===== src/rtl/dma_chan_pkg.sv =====
package dma_chan_pkg;

  typedef enum logic [1:0] {
    TERM_NONE,
    TERM_SKIP,
    TERM_PEER,
    TERM_COUNT
  } term_e;

  // only a count-complete end may raise the completion interrupt
  function automatic logic term_irq(input term_e cause, input logic done_en);
    return (cause == TERM_COUNT) && done_en;
  endfunction

endpackage


===== src/rtl/dma_xfer_count.sv =====
module dma_xfer_count #(
  parameter int CNT_W = 16
) (
  input  logic             clk,
  input  logic             rst_n,
  input  logic             clr,
  input  logic             step,
  input  logic [CNT_W-1:0] chunk_size,
  input  logic [CNT_W-1:0] total,
  output logic [CNT_W-1:0] word_cnt,
  output logic             chunk_hit,
  output logic             last_hit
);

  logic [CNT_W-1:0] chunk_cnt;
  logic [CNT_W-1:0] word_nxt;
  logic [CNT_W-1:0] chunk_nxt;

  // a limit of zero never matches
  function automatic logic reaches(input logic [CNT_W-1:0] nxt,
                                   input logic [CNT_W-1:0] lim);
    return (lim != '0) && (nxt == lim);
  endfunction

  always_comb begin
    word_nxt  = word_cnt + 1'b1;
    chunk_nxt = chunk_cnt + 1'b1;
    chunk_hit = step && reaches(chunk_nxt, chunk_size);
    last_hit  = step && reaches(word_nxt, total);
  end

  always_ff @(posedge clk) begin
    if (!rst_n) begin
      word_cnt  <= '0;
      chunk_cnt <= '0;
    end else if (clr) begin
      word_cnt  <= '0;
      chunk_cnt <= '0;
    end else if (step) begin
      word_cnt  <= word_nxt;
      chunk_cnt <= chunk_hit ? '0 : chunk_nxt;
    end
  end

endmodule


===== src/rtl/dma_desc_hold.sv =====
module dma_desc_hold #(
  parameter int CNT_W = 16
) (
  input  logic             clk,
  input  logic             rst_n,
  input  logic             load_sw,
  input  logic [CNT_W-1:0] sw_total,
  input  logic [CNT_W-1:0] sw_chunk,
  input  logic             sw_linked,
  input  logic             load_next,
  input  logic [CNT_W-1:0] nx_total,
  input  logic [CNT_W-1:0] nx_chunk,
  input  logic             nx_linked,
  output logic [CNT_W-1:0] cur_total,
  output logic [CNT_W-1:0] cur_chunk,
  output logic             cur_linked
);

  always_ff @(posedge clk) begin
    if (!rst_n) begin
      cur_total  <= '0;
      cur_chunk  <= '0;
      cur_linked <= 1'b0;
    end else if (load_sw) begin
      cur_total  <= sw_total;
      cur_chunk  <= sw_chunk;
      cur_linked <= sw_linked;
    end else if (load_next) begin
      cur_total  <= nx_total;
      cur_chunk  <= nx_chunk;
      cur_linked <= nx_linked;
    end
  end

endmodule


===== src/rtl/dma_chan_fsm.sv =====
module dma_chan_fsm
  import dma_chan_pkg::*;
(
  input  logic clk,
  input  logic rst_n,
  input  logic sw_arm,
  input  logic sw_stop,
  input  logic err_irq_en,
  input  logic done_irq_en,
  input  logic per_req,
  input  logic per_nd,
  input  logic chunk_hit,
  input  logic last_hit,
  input  logic cur_linked,
  output logic en_q,
  output logic busy_q,
  output logic done_q,
  output logic err_q,
  output logic irq_q,
  output logic ack_q,
  output logic load_q,
  output logic word_xfer,
  output logic arm_evt,
  output logic abort_evt,
  output logic start_evt,
  output logic reload_evt,
  output logic cnt_clr
);

  logic  stop_q;
  logic  finish_evt;
  term_e cause;

  always_comb begin
    arm_evt   = !en_q && sw_arm;
    abort_evt = en_q && stop_q;
    start_evt = en_q && !stop_q && !busy_q;
    word_xfer = en_q && !stop_q && busy_q && per_req;

    if (start_evt && per_nd)                      cause = TERM_SKIP;
    else if (word_xfer && chunk_hit && per_nd)    cause = TERM_PEER;
    else if (word_xfer && last_hit)               cause = TERM_COUNT;
    else                                          cause = TERM_NONE;

    reload_evt = (cause != TERM_NONE) && cur_linked;
    finish_evt = (cause != TERM_NONE) && !cur_linked;
    cnt_clr    = start_evt || reload_evt;
  end

  always_ff @(posedge clk) begin
    if (!rst_n) begin
      en_q   <= 1'b0;
      stop_q <= 1'b0;
      busy_q <= 1'b0;
      done_q <= 1'b0;
      err_q  <= 1'b0;
      irq_q  <= 1'b0;
      ack_q  <= 1'b0;
      load_q <= 1'b0;
    end else begin
      if (arm_evt)                      en_q <= 1'b1;
      else if (abort_evt || finish_evt) en_q <= 1'b0;

      if (abort_evt || finish_evt)      stop_q <= 1'b0;
      else if (en_q && sw_stop)         stop_q <= 1'b1;

      if (abort_evt || finish_evt)      busy_q <= 1'b0;
      else if (start_evt)               busy_q <= 1'b1;

      if (finish_evt)                   done_q <= 1'b1;
      else if (start_evt)               done_q <= 1'b0;

      if (abort_evt)                    err_q <= 1'b1;
      else if (start_evt)               err_q <= 1'b0;

      irq_q  <= (abort_evt && err_irq_en) ||
                (finish_evt && term_irq(cause, done_irq_en));
      ack_q  <= word_xfer && chunk_hit;
      load_q <= reload_evt;
    end
  end

endmodule


===== src/rtl/dma_chan_ctrl.sv =====
module dma_chan_ctrl #(
  parameter int CNT_W = 16
) (
  input  logic             clk,
  input  logic             rst_n,
  input  logic             sw_arm,
  input  logic             sw_stop,
  input  logic             cfg_err_irq_en,
  input  logic             cfg_done_irq_en,
  input  logic             cfg_linked,
  input  logic [CNT_W-1:0] cfg_total,
  input  logic [CNT_W-1:0] cfg_chunk,
  input  logic             per_req,
  input  logic             per_nd,
  output logic             per_ack,
  input  logic [CNT_W-1:0] nxt_total,
  input  logic [CNT_W-1:0] nxt_chunk,
  input  logic             nxt_linked,
  output logic             desc_load,
  output logic             word_xfer,
  output logic [CNT_W-1:0] word_count,
  output logic             st_enable,
  output logic             st_busy,
  output logic             st_done,
  output logic             st_error,
  output logic             irq
);

  logic [CNT_W-1:0] cur_total;
  logic [CNT_W-1:0] cur_chunk;
  logic             cur_linked;
  logic             chunk_hit;
  logic             last_hit;
  logic             arm_evt;
  logic             abort_evt;
  logic             start_evt;
  logic             reload_evt;
  logic             cnt_clr;

  dma_desc_hold #(.CNT_W(CNT_W)) u_desc (
    .clk        (clk),
    .rst_n      (rst_n),
    .load_sw    (arm_evt),
    .sw_total   (cfg_total),
    .sw_chunk   (cfg_chunk),
    .sw_linked  (cfg_linked),
    .load_next  (reload_evt),
    .nx_total   (nxt_total),
    .nx_chunk   (nxt_chunk),
    .nx_linked  (nxt_linked),
    .cur_total  (cur_total),
    .cur_chunk  (cur_chunk),
    .cur_linked (cur_linked)
  );

  dma_xfer_count #(.CNT_W(CNT_W)) u_count (
    .clk        (clk),
    .rst_n      (rst_n),
    .clr        (cnt_clr),
    .step       (word_xfer),
    .chunk_size (cur_chunk),
    .total      (cur_total),
    .word_cnt   (word_count),
    .chunk_hit  (chunk_hit),
    .last_hit   (last_hit)
  );

  dma_chan_fsm u_fsm (
    .clk         (clk),
    .rst_n       (rst_n),
    .sw_arm      (sw_arm),
    .sw_stop     (sw_stop),
    .err_irq_en  (cfg_err_irq_en),
    .done_irq_en (cfg_done_irq_en),
    .per_req     (per_req),
    .per_nd      (per_nd),
    .chunk_hit   (chunk_hit),
    .last_hit    (last_hit),
    .cur_linked  (cur_linked),
    .en_q        (st_enable),
    .busy_q      (st_busy),
    .done_q      (st_done),
    .err_q       (st_error),
    .irq_q       (irq),
    .ack_q       (per_ack),
    .load_q      (desc_load),
    .word_xfer   (word_xfer),
    .arm_evt     (arm_evt),
    .abort_evt   (abort_evt),
    .start_evt   (start_evt),
    .reload_evt  (reload_evt),
    .cnt_clr     (cnt_clr)
  );

endmodule


===== config.mk =====
export PLATFORM = sky130hd
export DESIGN_NAME = dma_chan_ctrl
export DESIGN_NICKNAME = d
export VERILOG_FILES = /design/src/rtl/dma_chan_pkg.sv /design/src/rtl/dma_xfer_count.sv /design/src/rtl/dma_desc_hold.sv /design/src/rtl/dma_chan_fsm.sv /design/src/rtl/dma_chan_ctrl.sv
export SDC_FILE = /design/constraint.sdc
export NUM_CORES = 1
export LEC_CHECK = 0
export BUFFER_PORTS_ARGS = -buffer_cell sky130_fd_sc_hd__buf_2
export CORE_ASPECT_RATIO = 2
export CORE_MARGIN = 3
export CORE_UTILIZATION = 45
export DETAILED_ROUTE_END_ITERATION = 8
export PLACE_DENSITY = 0.75
export SLEW_MARGIN = 20
export SYNTH_ARGS = -nofsm -noshare
export SYNTH_HDL_FRONTEND = slang
export SYNTH_SLANG_ARGS = --single-unit

===== constraint.sdc =====
create_clock -name clk -period 3.2 [get_ports clk]
set_input_delay 0.32 -clock clk [delete_from_list [all_inputs] [get_ports clk]]
set_output_delay 0.32 -clock clk [all_outputs]
set_load 0.02 [all_outputs]

# Word-level counts from Yosys, hierarchy flattened
# Index checks and enable logic that the tools add are counted.
# classes
n_addsub	2
eq_ne	3
muxes	15
bitwise_logic	1
n_reduce_logical	36
# op_table
operator	n
$mux 16	5
$add 16x1->16 const B	2
$eq 16x16->1	2
$reduce_bool 16->1	2
$logic_and 1x1->1	20
$reduce_bool 2->1	5
$mux 1	7
$mux 2	3
$logic_not 1->1	4
$reduce_or 2->1	2
$logic_or 1x1->1	3
$eq 2x2->1 const B	1
$not 1->1	1
# word_totals
reg_bits	73
inputBits	74
out_inout_bits	24

# Depth between registers and ports, before layout
# logic_depth
word_depth	14
mapped_depth	12
mapped_depth_nobuf	9

# Hierarchy
# Synthesis repeated with hierarchy kept, for this count alone.
# unflattened
hier_cells	506
hier_area_um2	4717.0
# modules_own_cells
module	n_inst	cells_each	area_each_um2	seq_area_each_um2
dma_xfer_count	1	319	2534.9	640.6
dma_desc_hold	1	147	1796.7	660.6
dma_chan_fsm	1	40	385.4	160.2

# Worst setup path before layout
# Ideal clock, no wire load.
# synth_timing
path_type	register to register
start	register u_count.word_cnt[0]
end	register u_desc.cur_chunk[13]
t_arrival_ns	2.691
slack_ns	0.384
path_stages_with_launch	12
n_path_buf	2
synth_period_minus_slack_ns	2.816
cell_sequence	dfxtp_1 -> ha_1 -> and4_1 -> clkbuf_1 -> a41oi_1 -> o22ai_1 -> or4_4 -> a2111oi_4 -> a211oi_2 -> buf_2 -> nor3_1 -> a211oi_2
# synth_between
elab_chain_len	11
# synth_rtl
item	line	source
start: declaration	dma_xfer_count.sv:10	output logic [CNT_W-1:0] word_cnt,
start signal: assignment	dma_xfer_count.sv:40	word_cnt <= word_nxt;
$add 16x1->16	dma_xfer_count.sv:26	word_nxt = word_cnt + 1'b1;
$eq 16x16->1	dma_xfer_count.sv:22	return (lim != '0) && (nxt == lim);
$logic_and 1x1->1	dma_xfer_count.sv:22	
$logic_and 1x1->1	dma_xfer_count.sv:29	last_hit = step && reaches(word_nxt, total);
$logic_and 1x1->1	dma_chan_fsm.sv:42	else if (word_xfer && last_hit) cause = TERM_COUNT;
$mux 2	dma_chan_fsm.sv:42	
$mux 2	dma_chan_fsm.sv:41	else if (word_xfer && chunk_hit && per_nd) cause = TERM_PEER;
$mux 2	dma_chan_fsm.sv:40	if (start_evt && per_nd) cause = TERM_SKIP;
$reduce_bool 2->1	dma_chan_fsm.sv:45	reload_evt = (cause != TERM_NONE) && cur_linked;
$logic_and 1x1->1	dma_chan_fsm.sv:45	
$reduce_bool 2->1 (no source line)	-	
end signal: assignment	dma_desc_hold.sv:26	cur_chunk <= sw_chunk;
end signal: assignment	dma_desc_hold.sv:30	cur_chunk <= nx_chunk;
end: declaration	dma_desc_hold.sv:15	output logic [CNT_W-1:0] cur_chunk,
# Every way passes these cells.
# A chain may end at the register's enable or synchronous reset.

# Worst setup path after layout
# layout_timing
start	register u_count.word_cnt[0]
end	register u_desc.cur_total[6]
# layout_between
elab_chain_len	11
# layout_rtl
item	line	source
$add 16x1->16	dma_xfer_count.sv:26	
$eq 16x16->1	dma_xfer_count.sv:22	
$logic_and 1x1->1	dma_xfer_count.sv:22	
$logic_and 1x1->1	dma_xfer_count.sv:29	
$logic_and 1x1->1	dma_chan_fsm.sv:42	
$mux 2	dma_chan_fsm.sv:42	
$mux 2	dma_chan_fsm.sv:41	
$mux 2	dma_chan_fsm.sv:40	
$reduce_bool 2->1	dma_chan_fsm.sv:45	
$logic_and 1x1->1	dma_chan_fsm.sv:45	
$reduce_bool 2->1 (no source line)	-	
end signal: assignment	dma_desc_hold.sv:25	cur_total <= sw_total;
end signal: assignment	dma_desc_hold.sv:29	cur_total <= nx_total;
end: declaration	dma_desc_hold.sv:14	output logic [CNT_W-1:0] cur_total,
# Every way passes these cells.

==> flow_summary_export.csv <==
group,metric,value,unit
outcome,status,"finished, final reports clean",
drt,wl_per_cell,19.3,um
critical_path,cp-startpoint,"u_count.word_cnt[0]",
drt,vias,5297,
critical_path,rr_endpoint,"u_desc.cur_total[6]",
placed_design,dp_slack,223,ps
critical_path,critPathArrivalTime,3290,ps
synthesis,synth_adder_area_share,0.514,%
drt,finalWirelength,16600,um
layout,final_cell_mix,"buf_2 (97), dfxtp_1 (72), nor2_1 (71), nor3_1 (43), or3_1 (42)",
placed_design,globalplace.congestion,0.979,
grt,antenna_found_initial,1,
min_path,min_path_type,"in2reg",
drt,drt_iter0_drc,376,
sta,hold_viol,0,
sta,setup_tns,0,ps
floorplan,die_x,79.6,um
sta,setup_ws,126,ps
critical_path,cp_cell_sequence,"ha_1 > and4_1 > or3_1 > a2111oi_4 > a211oi_2 > a2111oi_4 > buf_4 > a211oi_4 > buf_4 > nor3_1 > a211oi_1",
critical_path,crit_end,"u_desc.cur_total[6]",
floorplan,dieArea,12200,um2
critical_path,crit_type,"reg2reg",
power_and_ir_drop,p_clk_share,42.2,%
drt,dr.pass1.iters,5,
synthesis,ys_seq_elements,73,
layout,fin_util,56.5,%
critical_path,reg2reg_from,"u_count.word_cnt[0]",
synthesis,synth.distinct_cells,62,
power_and_ir_drop,p_sw,731,uW
grt,grt_pass1_vias,5246,
synthesis,synth_edf_count,0,
floorplan,die_y,153,um
run,maxCapViolCount,0,
power_and_ir_drop,seqPwrFrac,40.9,%
synthesis,avgSynthCellArea,7.83,um2
synthesis,synth_xor_area_share,10.2,%
synthesis,syn_area,4870,um2
drt,via_per_inst,6.18,
layout,syn_to_final_growth,22.3,%
synthesis,syn_inst,622,
grt,grt_max_degree,45,
sta,period_share,96.1,%
power_and_ir_drop,vdd_ir_drop_max,0.277,mV
cts,htreeDepth,3,
layout,final_common_cell,"buf_2",
synthesis,synth_fp_nets,698,
cts,numCtsBuffers,9,
cts,insertion_delay,340,ps
floorplan,fp.coreArea,10500,um2
cts,path_clk_slew,60,ps
critical_path,crit_path_max_fanout,22,
sta,fin_crit,3070,ps
sta,fin_skew,7.58,ps
cts,cts_tree,"yes",
power_and_ir_drop,p_per_area,416,nW/um2
layout,layout-drive-gt1-share,25.0,%
critical_path,end_kind,"flip-flop",
sta,final_max_slew_viol_count,0,
power_and_ir_drop,swShare,29.5,%
floorplan,rows,53,
power_and_ir_drop,power_leakage,2.27,nW
layout,n_antenna_cell,0,
synthesis,synth_mux_area_share,0.848,%
layout,fin_nets,791,
critical_path,rrSetupSlack,130,ps
power_and_ir_drop,finalPower,2.48,mW
grt,grt-ovfl-total,0,
synthesis,yosys_warnings,0,
cts,root_buffer,"clkbuf_16",
critical_path,worst-path-buf-inv,2,
power_and_ir_drop,intPower,1.75,mW
grt,grt_usage,27.3,%
placed_design,numPortBuffers,97,
sta,relSlewSlack,54.7,%
floorplan,start_util,46.2,%
synthesis,yosys.area_share.simple,31.7,%
floorplan,io_pins,98,
critical_path,crit_required,3420,ps
grt,grt_pass1_wl,26000,um
synthesis,ys_async_sr_fraction,0,%
synthesis,synth_top_family_by_area,"simple AND/OR/NAND/NOR gates",
critical_path,r2r.worst_path.cells,11,
sta,fmax,0.325,GHz
synthesis,ys_seq_area_share,30.0,%
critical_path,slowest_stage,"a2111oi_4",
placed_design,post-dp-hpwl,12200,um
synthesis,synth_compound_area_share,20.9,%
sta,whs,219,ps
critical_path,cp.depth,11,
critical_path,max_stage_delay,400,ps
drt,postRouteAntennaNets,0,
critical_path,cpLargestDelayFamily,"compound AO/OA/AOI/OAI gates",
cts,clk_path_buf_depth,2,
sta,worst_pin_slew,678,ps
power_and_ir_drop,combPwrFrac,16.9,%
critical_path,start_kind,"flip-flop",
synthesis,synth_flop_cell,"dfxtp_1",
sta,setup_viol,0,
drt,drc,0,
cts,cts_sinks,73,
[cell families (layout without fill, tap and decap cells)]
| family | after synthesis | in the layout |
|---|---|---|
| and+or+nand+nor | 284 | 284 |
| adders and majority gates | 2 | 2 |
| muxes | 4 | 4 |
| xor gates and xnor gates | 57 | 57 |
| buffers and inverters | 63 | 161 |
| AOI/OAI and AO/OA | 139 | 139 |
| DFF | 73 | 73 |
[state kept, by name, summed over array words and instances, names as in the netlist]
name and count:
u_fsm.en_q 1, u_count.word_cnt 16, u_desc.cur_total 16, u_fsm.done_q 1, u_fsm.irq_q 1, u_fsm.err_q 1, u_count.chunk_cnt 16, u_desc.cur_chunk 16
u_fsm.busy_q 1, u_desc.cur_linked 1, u_fsm.ack_q 1, u_fsm.load_q 1, u_fsm.stop_q 1
[synthesized netlist by cell type (3+ instances only)]
master,count,area (um2)
nor4_1,15,93.8
o211ai_1,34,255
inv_1,11,41.3
or3_1,42,263
buf_4,6,45.0
nand2_1,32,120
nor3_1,45,225
xor2_1,23,201
o21ai_0,20,100
clkbuf_1,30,113
a211oi_1,23,173
mux2i_1,3,30.0
a21oi_1,25,125
a31oi_1,5,31.3
and4_1,3,26.3
xnor2_1,34,298
dfxtp_1,73,1460
nand3b_1,3,22.5
nand4_1,13,81.3
and3_1,9,56.3
nand4b_1,4,35.0
a211oi_2,10,125
nand2b_1,4,25.0
nor2b_1,5,31.3
nand3_1,18,90.1
buf_2,13,65.1
or4_1,4,30.0
nor2_1,71,267
[repair_timing]
item,in CTS,in global routing
hold buffers,0,0
resized for setup,0,9
endpoints found under the setup margin,0,59
setup buffers,0,1
[tightest hold or removal path, stage by stage]
cell     delay (ps)
buf_2           100
nand2_1          50
a21oi_1          50
[layer usage]
| metal | GRT usage, % | routed length, um | up-vias |
|---|---|---|---|
| met5 | 0 | 8 | - |
| met4 | 21.0 | 1350 | 2 |
| met3 | 5.13 | 861 | 84 |
| met2 | 48.6 | 8720 | 231 |
| met1 | 26.6 | 5620 | 2506 |
| li1 | - | - | 2474 |
[power by group through the flow]
stage	logic [mW]	registers [mW]	clock network, mW
final	0.418	1.01	1.05
after floorplan	0.289	1.01	0
after CTS	0.412	1.01	1.06
after detailed placement	0.409	1.03	0
after global routing	0.462	1.02	1.09
after global placement	0.402	1.03	0
[cell type report]
cell class / instances / area (um2)
fillers: 951 / 4590
clock buffers: 9 / 225
flip-flops and latches: 73 / 1460
repair buffers: 134 / 788
multi-input cells: 486 / 3190
clock inverters: 7 / 77.6
inverters: 11 / 41.3
well taps: 137 / 171
[how the worst min path moves through the flow]
stage,startpoint,endpoint,slack (ps),depth (start not counted)
after floorplan,u_count.chunk_cnt[14],u_count.chunk_cnt[14],460,2
after global placement,u_count.chunk_cnt[14],u_count.chunk_cnt[14],470,2
after detailed placement,u_count.chunk_cnt[14],u_count.chunk_cnt[14],470,2
after global routing,cfg_linked,u_desc.cur_linked,230,3
final,cfg_linked,u_desc.cur_linked,220,3
after CTS,cfg_linked,u_desc.cur_linked,210,3
[through the flow]
step | instance area, um2 | cells
2_1_floorplan | 4870 | 622
3_3_place_gp | 5600 | 840
3_5_place_dp | 5600 | 840
4_1_cts | 5900 | 856
5_1_grt | 5960 | 857
6_report | 5960 | 857
No activity file was read; power rests on OpenSTA's default activity.
